<file path="config.mk">
export PLATFORM = sky130hd
export DESIGN_NAME = smram_ext_ctl
export DESIGN_NICKNAME = d
export VERILOG_FILES = /design/src/rtl/smram_ext_pkg.sv /design/src/rtl/smram_ext_reg.sv /design/src/rtl/smram_ext_decode.sv /design/src/rtl/smram_ext_ctl.sv
export SDC_FILE = /design/constraint.sdc
export NUM_CORES = 1
export LEC_CHECK = 0
export ABC_AREA = 1
export BUFFER_PORTS_ARGS = -buffer_cell sky130_fd_sc_hd__buf_2
export CAP_MARGIN = 20
export CORE_MARGIN = 1
export CORE_UTILIZATION = 35
export DETAILED_ROUTE_END_ITERATION = 6
export PLACE_DENSITY = 0.76
export SLEW_MARGIN = 5
export SYNTH_ARGS = -nofsm -noshare
export SYNTH_HDL_FRONTEND = slang
export SYNTH_SLANG_ARGS = --single-unit
</file>
<file path="constraint.sdc">
create_clock -name clk -period 3.35 [get_ports clk]
set_input_delay 0.335 -clock clk [delete_from_list [all_inputs] [get_ports clk]]
set_output_delay 0.335 -clock clk [all_outputs]
set_load 0.02 [all_outputs]
</file>
<file path="src/rtl/smram_ext_pkg.sv">
package smram_ext_pkg;
    localparam int unsigned ADDR_W   = 32;
    localparam logic [ADDR_W-1:0] HI_BASE = 32'hFEDA_0000;
    localparam logic [ADDR_W-1:0] HI_SPAN = 32'h0002_0000;
    localparam logic [ADDR_W-1:0] LO_BASE = 32'h000A_0000;

    typedef struct packed {
        logic hi_en;
        logic err;
        logic tseg_en;
    } ctl_t;

    localparam ctl_t CTL_RST = '{hi_en: 1'b0, err: 1'b0, tseg_en: 1'b0};
endpackage

</file>
<file path="src/rtl/smram_ext_reg.sv">
module smram_ext_reg
    import smram_ext_pkg::*;
(
    input  logic clk,
    input  logic rst_n,
    input  logic wr_hit,
    input  logic wr_hi,
    input  logic wr_clr,
    input  logic wr_tseg,
    input  logic lock_in,
    input  logic err_set,
    output ctl_t ctl_q
);
    ctl_t ctl_d;

    always_comb begin
        ctl_d = ctl_q;
        if (wr_hit && !lock_in) begin
            ctl_d.hi_en   = wr_hi;
            ctl_d.tseg_en = wr_tseg;
        end
        if (wr_hit && wr_clr) begin
            ctl_d.err = 1'b0;
        end
        if (err_set) begin
            ctl_d.err = 1'b1;
        end
    end

    always_ff @(posedge clk or negedge rst_n) begin
        if (!rst_n) ctl_q <= CTL_RST;
        else        ctl_q <= ctl_d;
    end
endmodule

</file>
<file path="src/rtl/smram_ext_decode.sv">
module smram_ext_decode
    import smram_ext_pkg::*;
#(
    parameter logic [ADDR_W-1:0] TSEG_BASE  = 32'h07F0_0000,
    parameter logic [ADDR_W-1:0] TSEG_BYTES = 32'h0010_0000
) (
    input  logic              hi_bit,
    input  logic              tseg_bit,
    input  logic              glob_en,
    input  logic              in_smm,
    input  logic              req_valid,
    input  logic [ADDR_W-1:0] req_addr,
    output logic              hi_active,
    output logic              tseg_active,
    output logic [ADDR_W-1:0] xlat_addr,
    output logic              err_set
);
    localparam logic [ADDR_W-1:0] HI_LAST   = HI_BASE + HI_SPAN - 1;
    localparam logic [ADDR_W-1:0] TSEG_LAST = TSEG_BASE + TSEG_BYTES - 1;
    localparam logic [ADDR_W-1:0] HI_SHIFT  = HI_BASE - LO_BASE;

    logic in_hi, in_tseg, hit_hi, hit_tseg;

    always_comb begin
        hi_active   = hi_bit & glob_en;
        tseg_active = tseg_bit & glob_en;
        in_hi       = (req_addr >= HI_BASE) && (req_addr <= HI_LAST);
        in_tseg     = (req_addr >= TSEG_BASE) && (req_addr <= TSEG_LAST);
        hit_hi      = hi_active && in_hi;
        hit_tseg    = tseg_active && in_tseg;
        xlat_addr   = hit_hi ? (req_addr - HI_SHIFT) : req_addr;
        err_set     = req_valid && !in_smm && (hit_hi || hit_tseg);
    end
endmodule

</file>
<file path="src/rtl/smram_ext_ctl.sv">
module smram_ext_ctl
    import smram_ext_pkg::*;
#(
    parameter logic [7:0]        REG_OFS    = 8'h61,
    parameter logic [ADDR_W-1:0] TSEG_BASE  = 32'h07F0_0000,
    parameter logic [ADDR_W-1:0] TSEG_BYTES = 32'h0010_0000
) (
    input  logic              clk,
    input  logic              rst_n,
    input  logic              cfg_wr,
    input  logic [7:0]        cfg_addr,
    input  logic [7:0]        cfg_wdata,
    output logic [7:0]        cfg_rdata,
    input  logic              lock_in,
    input  logic              glob_en,
    input  logic              in_smm,
    input  logic              req_valid,
    input  logic [31:0]       req_addr,
    output logic              hi_active,
    output logic              tseg_active,
    output logic [31:0]       xlat_addr
);
    localparam logic [2:0] FIXED_ONES = 3'b111;
    localparam logic [1:0] RSVD_ZERO  = 2'b00;

    ctl_t ctl_q;
    logic sel, wr_hit, err_set;
    logic hi_bit, tseg_bit, err_bit;
    logic unused_wbits;

    assign unused_wbits = ^cfg_wdata[5:1];
    assign sel      = (cfg_addr == REG_OFS);
    assign wr_hit   = cfg_wr && sel;
    assign hi_bit   = ctl_q.hi_en;
    assign tseg_bit = ctl_q.tseg_en;
    assign err_bit  = ctl_q.err;

    smram_ext_reg u_reg (
        .clk     (clk),
        .rst_n   (rst_n),
        .wr_hit  (wr_hit),
        .wr_hi   (cfg_wdata[7]),
        .wr_clr  (cfg_wdata[6]),
        .wr_tseg (cfg_wdata[0]),
        .lock_in (lock_in),
        .err_set (err_set),
        .ctl_q   (ctl_q)
    );

    smram_ext_decode #(
        .TSEG_BASE  (TSEG_BASE),
        .TSEG_BYTES (TSEG_BYTES)
    ) u_dec (
        .hi_bit      (hi_bit),
        .tseg_bit    (tseg_bit),
        .glob_en     (glob_en),
        .in_smm      (in_smm),
        .req_valid   (req_valid),
        .req_addr    (req_addr),
        .hi_active   (hi_active),
        .tseg_active (tseg_active),
        .xlat_addr   (xlat_addr),
        .err_set     (err_set)
    );

    always_comb begin
        cfg_rdata = 8'h00;
        if (sel) cfg_rdata = {hi_bit, err_bit, FIXED_ONES, RSVD_ZERO, tseg_bit};
    end
endmodule

</file>
==> reports/results.tsv, run 1 <==
metric	value	unit
drt_first_iter_violations	18	
cts_repair_resize_count	0	
synthDistinctLibCells	23	
track_usage	15.8	%
synth_sequential_area_ratio	7.83	%
place.detailed.instances	276	
synth_area	958	sq um
power-per-cell-area	179	nW/um^2
yosys_warnings	0	
start_util	38.0	%
grt_max_degree	7	
postSynthRegisterBits	3	
synth-compound-area-share	4.83	%
grt_remaining_overflow	0	
cts_root_buf	sky130_fd_sc_hd__clkbuf_4	
timing.critical_path.arrival	1.74	ns
numCtsBuffers	3	
cts_h_tree_depth	1	
layout-drive-gt1-share	40.6	%
layoutNonFillerInstCount	281	
postCtsSetupRepairBufs	0	
synth_edf_count	0	
largest_registers_in_the_final_layout	u_reg.ctl_q (3)	
routed_via_density	4.28	
largest-register	u_reg.ctl_q	
buffer_ports.inserted	89	
first_pass_grt_wire_length	3530	microns
fin_crit_sh	61.9	%
dieHeight	54.3	microns
grt_setup_unrepaired	no	
yosys.area_share.adder	3.92	%
critical_path_depth	13	
dieWidth	54.3	microns
fillers	298	
status	complete, no violations	
pin_count	97	
worstPathCellList	buf_2 > inv_1 > ha_1 > nand3_1 > inv_2 > nand2_1 > nor2_1 > nand2_1 > a21oi_4 > nand2_4 > nor2_4 > nor2_1 > buf_2	
synth_top_flop_cell	sky130_fd_sc_hd__dfrtp_1	
critical_path.max_stage_delay	0.17	ns
end_kind	output port	
remaining_drc_errors	0	
peakVddDrop	0.153	mV
timing.critical_path.buf_inv	4	
detail_route.wl_per_cell	8.48	microns
overall_die_area	2950	sq um
post_cts_hold_buffer_count	1	
max_clock_freq	482	MHz
worst_hold_path_type	in -> reg	
final_nets	310	
leakagePower	0.000862	uW
clock_latency_reported_for_the_late_side_of_the_worst_skew_pair	0.24	ns
floorplan.rows	18	
diodes	0	
gp_congestion	0.808	
worstHoldPathCells	4	
r2r.worst_path.cells	6	
synth_common_cells	sky130_fd_sc_hd__nand2_1, sky130_fd_sc_hd__inv_1, sky130_fd_sc_hd__nor2_1	
final-hold-violation-count	0	
drt_first_pass_iters	4	
core-area	2520	sq um
antenna_found_initial	0	
synth_top_cells_by_area	sky130_fd_sc_hd__buf_4, sky130_fd_sc_hd__nand2_1, sky130_fd_sc_hd__inv_1, sky130_fd_sc_hd__nor2_1, sky130_fd_sc_hd__dfrtp_1	
yosys-mux-area-fraction	0	%
clock-skew-final	0.00394	ns
total_negative_slack_for_setup_checks	0	ns
cp_slowest_cell	sky130_fd_sc_hd__a21oi_4	
required	3.01	ns
timing.final.setup_violations	0	
synth_area_in_xor_xnor	0	%
start_kind	primary input	
final_antenna_net_count	0	
postSynthCellCount	181	
first_global_vias	907	
max_cap_viol_count	0	
post_synth_and_or_nand_nor_area_fraction	48.2	%
area_growth	35.0	%
period_needed	2.07	ns
async_reset_ff_share	100	%
post-synth-top-area-cell	sky130_fd_sc_hd__buf_4	
cts_tree	done	
detailed_place_hpwl	2110	microns
path_delay_family	simple AND/OR/NAND/NOR gates	
setup.worst_path.class	in -> out	
maxSlewViolCount	0	
combinational_family_with_the_most_area_after_synthesis	simple AND/OR/NAND/NOR gates	
dr_total_vias	1204	
clock_sink_count	3	
synth.most_common_cell	sky130_fd_sc_hd__nand2_1	
syn-mean-instance-area	5.30	sq um
synth_largest_type_area_fraction	19.6	%
largest_register_ffs	3	
worst-path-max-fanout	6	
cts_max_path_buffers	2	
path_clk_slew	0.04	ns
postRouteWirelength	2380	microns
==> worst min-delay path: cells and delay by family <==
family / cells / cell delay (ns)
buffers and inverters: 1 / 0.07
and+or+nand+nor: 3 / 0.12
==> placed cells by master (no fill, tap or decap) <==
cell type / netlist / routed
sky130_fd_sc_hd__dlygate4sd3_1: 0 / 1
sky130_fd_sc_hd__clkbuf_1: 0 / 1
sky130_fd_sc_hd__nor2_2: 2 / 2
sky130_fd_sc_hd__inv_2: 1 / 1
sky130_fd_sc_hd__nor4_1: 1 / 1
sky130_fd_sc_hd__buf_2: 0 / 89
sky130_fd_sc_hd__o21ai_0: 2 / 2
sky130_fd_sc_hd__clkbuf_4: 0 / 3
sky130_fd_sc_hd__inv_1: 38 / 38
sky130_fd_sc_hd__nand3_2: 1 / 1
sky130_fd_sc_hd__nor3_1: 2 / 2
sky130_fd_sc_hd__nand2_1: 41 / 41
sky130_fd_sc_hd__nor2_4: 2 / 2
sky130_fd_sc_hd__nand2_2: 1 / 1
sky130_fd_sc_hd__conb_1: 1 / 2
sky130_fd_sc_hd__a21oi_1: 3 / 3
sky130_fd_sc_hd__dfrtp_1: 3 / 3
sky130_fd_sc_hd__nor2_1: 37 / 37
sky130_fd_sc_hd__o21ai_1: 1 / 1
sky130_fd_sc_hd__nand3b_1: 2 / 2
sky130_fd_sc_hd__nand2_4: 1 / 1
sky130_fd_sc_hd__nor4_2: 1 / 1
sky130_fd_sc_hd__ha_1: 3 / 3
sky130_fd_sc_hd__nand4_1: 2 / 2
sky130_fd_sc_hd__nand3_1: 10 / 10
sky130_fd_sc_hd__a21oi_4: 1 / 1
==> per-stage QoR <==
step	total power, uW	hold WS, ns	utilization [%]	instance area, sq um	setup WS (ns)
6_report	232	0.336	51.3	1290	1.28
5_1_grt	250	0.378	51.3	1290	1.12
3_3_place_gp	164	0.136	49.9	1260	1.28
3_5_place_dp	166	0.137	49.9	1260	1.28
2_1_floorplan	122	0.0394	-	962	1.52
4_1_cts	234	0.336	51.3	1290	1.27
==> report_power, final <==
group          switching [uW]  internal (uW)  total [uW]
Clock                    21.3           44.8        66.1
Combinational            78.1           49.7         128
Sequential              0.628           37.5        38.1
Total                     100            132         232
==> worst paths after layout <==
kind	end	slack, ns	start
hold reg to reg	u_reg.ctl_q[1]	0.49	u_reg.ctl_q[1]
setup reg to reg	u_reg.ctl_q[1]	2.38	u_reg.ctl_q[0]
hold / removal	u_reg.ctl_q[1]	0.34	in_smm
min in group asynchronous	u_reg.ctl_q[2]	0.43	rst_n
setup / recovery	xlat_addr[31]	1.28	req_addr[21]
max in group asynchronous	u_reg.ctl_q[0]	2.81	rst_n
==> routing by layer <==
metal	GRT usage [%]	routed length (microns)	vias up
met1	21.7	1100	499
li1	-	-	650
met4	2.56	0	0
met3	1.67	216	0
met5	0	0	-
met2	26.4	1060	55
==> cell type report <==
| cell class | count | area [sq um] | area share [%] |
|---|---|---|---|
| flip-flops and latches | 3 | 75.1 | 5.80 |
| inverters | 39 | 146 | 11.3 |
| repair buffers | 90 | 455 | 35.2 |
| multi-input cells | 115 | 553 | 42.7 |
| well taps | 30 | 37.5 | 2.90 |
| clock buffers | 4 | 26.3 | 2.03 |
==> kinds of logic (layout without fill, tap and decap cells) <==
family                     after synthesis  after routing
adders and majority gates                3              3
AOI/OAI and AO/OA                        7              7
and+or+nand+nor                        103            103
buffers and inverters                   64            133
DFF                                      3              3
other                                    1              2
No activity file was read; power rests on OpenSTA's default activity.
==> run 2, diff against run 1 <==
Settings changed: ABC_AREA 1 to 0, CORE_UTILIZATION 35 to 32, PLACE_DENSITY 0.76 to 0.74.
Clock period 3.35 ns to 1.8 ns, I/O delays scaled along.
==> reports/results.tsv, run 2 <==
metric	value	unit	change
period_needed	1.83	ns	
detail_route.wl_per_cell	12.0	microns	was 8.48 microns
fin_ws	-0.0304	ns	was 1.28 ns
pwr-share-clk	27.3	%	was 28.5%
routed_via_density	5.11		was 4.28
cts_h_tree_depth	1		unchanged
synth_top_cells_by_area	sky130_fd_sc_hd__buf_4, sky130_fd_sc_hd__dfrtp_1, sky130_fd_sc_hd__a31oi_1, sky130_fd_sc_hd__inv_1, sky130_fd_sc_hd__nor4_1		was sky130_fd_sc_hd__buf_4, sky130_fd_sc_hd__nand2_1, sky130_fd_sc_hd__inv_1, sky130_fd_sc_hd__nor2_1, sky130_fd_sc_hd__dfrtp_1
synth_sequential_area_ratio	7.99	%	was 7.83%
maxSlewViolCount	0		unchanged
drt_first_pass_iters	4		unchanged
clock_sink_count	3		unchanged
power.switching_fraction	42.0	%	was 43.1%
post-synth-top-area-cell	sky130_fd_sc_hd__buf_4		unchanged
gp_congestion	0.770		was 0.808
worst-path-max-fanout	3		was 6
synth_common_cells	sky130_fd_sc_hd__buf_4, sky130_fd_sc_hd__inv_1, sky130_fd_sc_hd__a31oi_1, sky130_fd_sc_hd__nand2_1		was sky130_fd_sc_hd__nand2_1, sky130_fd_sc_hd__inv_1, sky130_fd_sc_hd__nor2_1
yosys_warnings	0		unchanged
postSynthCellCount	127		was 181
largest_register_ffs	3		unchanged
cp_slowest_cell	sky130_fd_sc_hd__nor4_4		was sky130_fd_sc_hd__a21oi_4
final_nets	267		was 310
largest-register	u_reg.ctl_q		unchanged
final_common_cell	sky130_fd_sc_hd__buf_2		unchanged
power_frac_comb	57.3	%	was 55.1%
final-hold-violation-count	0		unchanged
remaining_drc_errors	0		unchanged
required	1.62	ns	was 3.01 ns
syn-mean-instance-area	7.40	sq um	was 5.30 sq um
diodes	0		unchanged
drt_first_iter_violations	43		was 18
path_delay_family	simple AND/OR/NAND/NOR gates		unchanged
async_reset_ff_share	100	%	unchanged
buffer_ports.inserted	89		unchanged
cts_max_path_buffers	2		unchanged
placement.setup.worst_slack	-0.0538	ns	was 1.28 ns
start_kind	primary input		unchanged
fillers	267		was 298
postSynthRegisterBits	3		unchanged
hold_slack	0.174	ns	was 0.336 ns
grt_setup_unrepaired	yes		was no
first_global_vias	1083		was 907
power-per-cell-area	319	nW/um^2	was 179 nW/um^2
grt_max_degree	11		was 7
final_cell_mix	sky130_fd_sc_hd__buf_2, sky130_fd_sc_hd__buf_4, sky130_fd_sc_hd__inv_1, sky130_fd_sc_hd__a31oi_1, sky130_fd_sc_hd__nand2_1		was sky130_fd_sc_hd__buf_2, sky130_fd_sc_hd__nand2_1, sky130_fd_sc_hd__inv_1, sky130_fd_sc_hd__nor2_1, sky130_fd_sc_hd__nand3_1
cts_tree	done		unchanged
first_pass_grt_wire_length	4550	microns	was 3530 microns
dr_total_vias	1222		was 1204
setup.worst_path.class	in -> out		unchanged
detailed_place_hpwl	2300	microns	was 2110 microns
timing.critical_path.arrival	1.65	ns	was 1.74 ns
timing.critical_path.buf_inv	4		unchanged
largest_registers_in_the_final_layout	u_reg.ctl_q (3)		unchanged
seq_power_share	15.5	%	was 16.4%
synth_largest_type_area_fraction	20.0	%	was 19.6%
synth_edf_count	0		unchanged
clock-skew-final	0.00239	ns	was 0.00394 ns
peakVddDrop	0.253	mV	was 0.153 mV
clock_latency_reported_for_the_late_side_of_the_worst_skew_pair	0.24	ns	about the same
max_cap_viol_count	0		unchanged
fin_crit_sh	102	%	
layout-drive-gt1-share	62.0	%	was 40.6%
grt_remaining_overflow	0		unchanged
start_util	34.1	%	was 38.0%
max_clock_freq	546	MHz	
violations	setup timing		
worstPathCellList	buf_2 > inv_2 > ha_2 > buf_4 > nand3_2 > nor4_4 > nand2_2 > a32oi_1 > o311ai_1 > buf_2		was buf_2 > inv_1 > ha_1 > nand3_1 > inv_2 > nand2_1 > nor2_1 > nand2_1 > a21oi_4 > nand2_4 > nor2_4 > nor2_1 > buf_2
numCtsBuffers	3		unchanged
overall_die_area	3160	sq um	was 2950 sq um
end_kind	output port		unchanged
pin_count	97		unchanged
synth_area	940	sq um	was 958 sq um
area_growth	51.1	%	was 35.0%
setup.reg_to_reg.worst_slack	0.37	ns	was 2.38 ns
track_usage	17.8	%	was 15.8%
status	complete, but fails checks		was complete, no violations
synth_top_flop_cell	sky130_fd_sc_hd__dfrtp_1		unchanged
worst_hold_path_type	in -> reg		unchanged
core-area	2760	sq um	was 2520 sq um
critical-path-top-cell-by-count	sky130_fd_sc_hd__buf_2		
antenna_found_initial	0		unchanged
floorplan.rows	19		was 18
dieHeight	56.2	microns	was 54.3 microns
final_antenna_net_count	0		unchanged
p_int	262	uW	was 132 uW
path_clk_slew	0.04	ns	about the same
postRouteWirelength	2860	microns	was 2380 microns
cts_root_buf	sky130_fd_sc_hd__clkbuf_4		unchanged
synth.most_common_cell	sky130_fd_sc_hd__buf_4		was sky130_fd_sc_hd__nand2_1
p_sw	190	uW	was 100 uW
timing.final.setup_violations	3		was 0
synthDistinctLibCells	42		was 23
leakagePower	0.000778	uW	was 0.000862 uW
dieWidth	56.2	microns	was 54.3 microns
critical_path.max_stage_delay	0.28	ns	was 0.17 ns
[run 2: cell count changes after synthesis, sizes merged, moves of 3 or more]
cell / change
a31oi: +11
and2: +7
inv: -25
nand2: -33
nand3: -7
nand4: +3
nor2: -34
nor4: +8
[run 2: routing by layer]
metal | track usage (%) | vias to the layer above | share of wire, %
li1 | - | 608 | -
met1 | 22.2 | 528 | 42
met2 | 30.8 | 82 | 47
met3 | 3.95 | 4 | 11
met4 | 4.88 | 0 | 0.73
met5 | 0 | - | 0
[run 2: cells by family (layout without fill, tap and decap cells)]
| group | count (synthesis) | after routing | synth area share, % |
|---|---|---|---|
| other | 1 | 2 | 0.399 |
| DFF | 3 | 3 | 7.99 |
| buffers and inverters | 40 | 120 | 26.1 |
| adders and majority gates | 3 | 3 | 4.00 |
| muxes | 2 | 2 | 2.40 |
| AOI/OAI and AO/OA | 25 | 25 | 22.1 |
| and+or+nand+nor | 53 | 53 | 37.0 |
[run 2: worst paths after layout]
kind                            depth (start not counted)            from              to
worst max-delay path                                   10    req_addr[21]   xlat_addr[20]
worst min-delay path                                    2    cfg_wdata[7]  u_reg.ctl_q[2]
worst max register to register                          7  u_reg.ctl_q[2]  u_reg.ctl_q[1]
worst min register to register                          1  u_reg.ctl_q[0]  u_reg.ctl_q[0]
max in group asynchronous                               2           rst_n  u_reg.ctl_q[2]
min in group asynchronous                               2           rst_n  u_reg.ctl_q[1]
[run 2: timing repair]
action / 4_1_cts / 5_1_grt
resized for setup: 12 / 6
endpoints found under the hold margin: 3 / 0
pin swaps: 8 / 6
cloned: 0 / 0
buffers inserted: 3 / 0
hold buffers: 1 / 0
setup endpoints to repair: 12 / 12
[run 2: cell type report]
| type | instances | area [sq um] | area share [%] |
|---|---|---|---|
| multi-input cells | 85 | 663 | 46.7 |
| repair buffers | 102 | 564 | 39.7 |
| flip-flops and latches | 3 | 75.1 | 5.29 |
| inverters | 14 | 52.6 | 3.70 |
| well taps | 31 | 38.8 | 2.73 |
| clock buffers | 4 | 26.3 | 1.85 |
[run 2: power by group through the flow]
stage          logic (uW)  registers [uW]  clock network [uW]
6_report              259            69.9                 123
3_3_place_gp          242            70.7                   0
5_1_grt               280            70.0                 131
3_5_place_dp          244            70.7                   0
2_1_floorplan         149            70.4                   0
4_1_cts               254            69.9                 128
[run 2: worst reg2reg max path, delay by kind of cell (launching register included)]
kind                   cells  cell delay [ns]
AO/OA/AOI/OAI              4             0.66
buffers and inverters      2             0.19
flip-flops                 1             0.39
AND/OR/NAND/NOR            1             0.08
[run 2: through the flow]
stage                     total power [uW]  util, %  cells  setup TNS, ns  cell area (sq um)
after floorplan                        220        -    128              0                943
after global placement                 313     47.2    231         -0.102               1300
after detailed placement               315     47.2    231         -0.241               1300
after CTS                              451     50.7    239              0               1400
after global routing                   481     51.5    239          -1.19               1420
final                                  452     51.5    239        -0.0555               1420
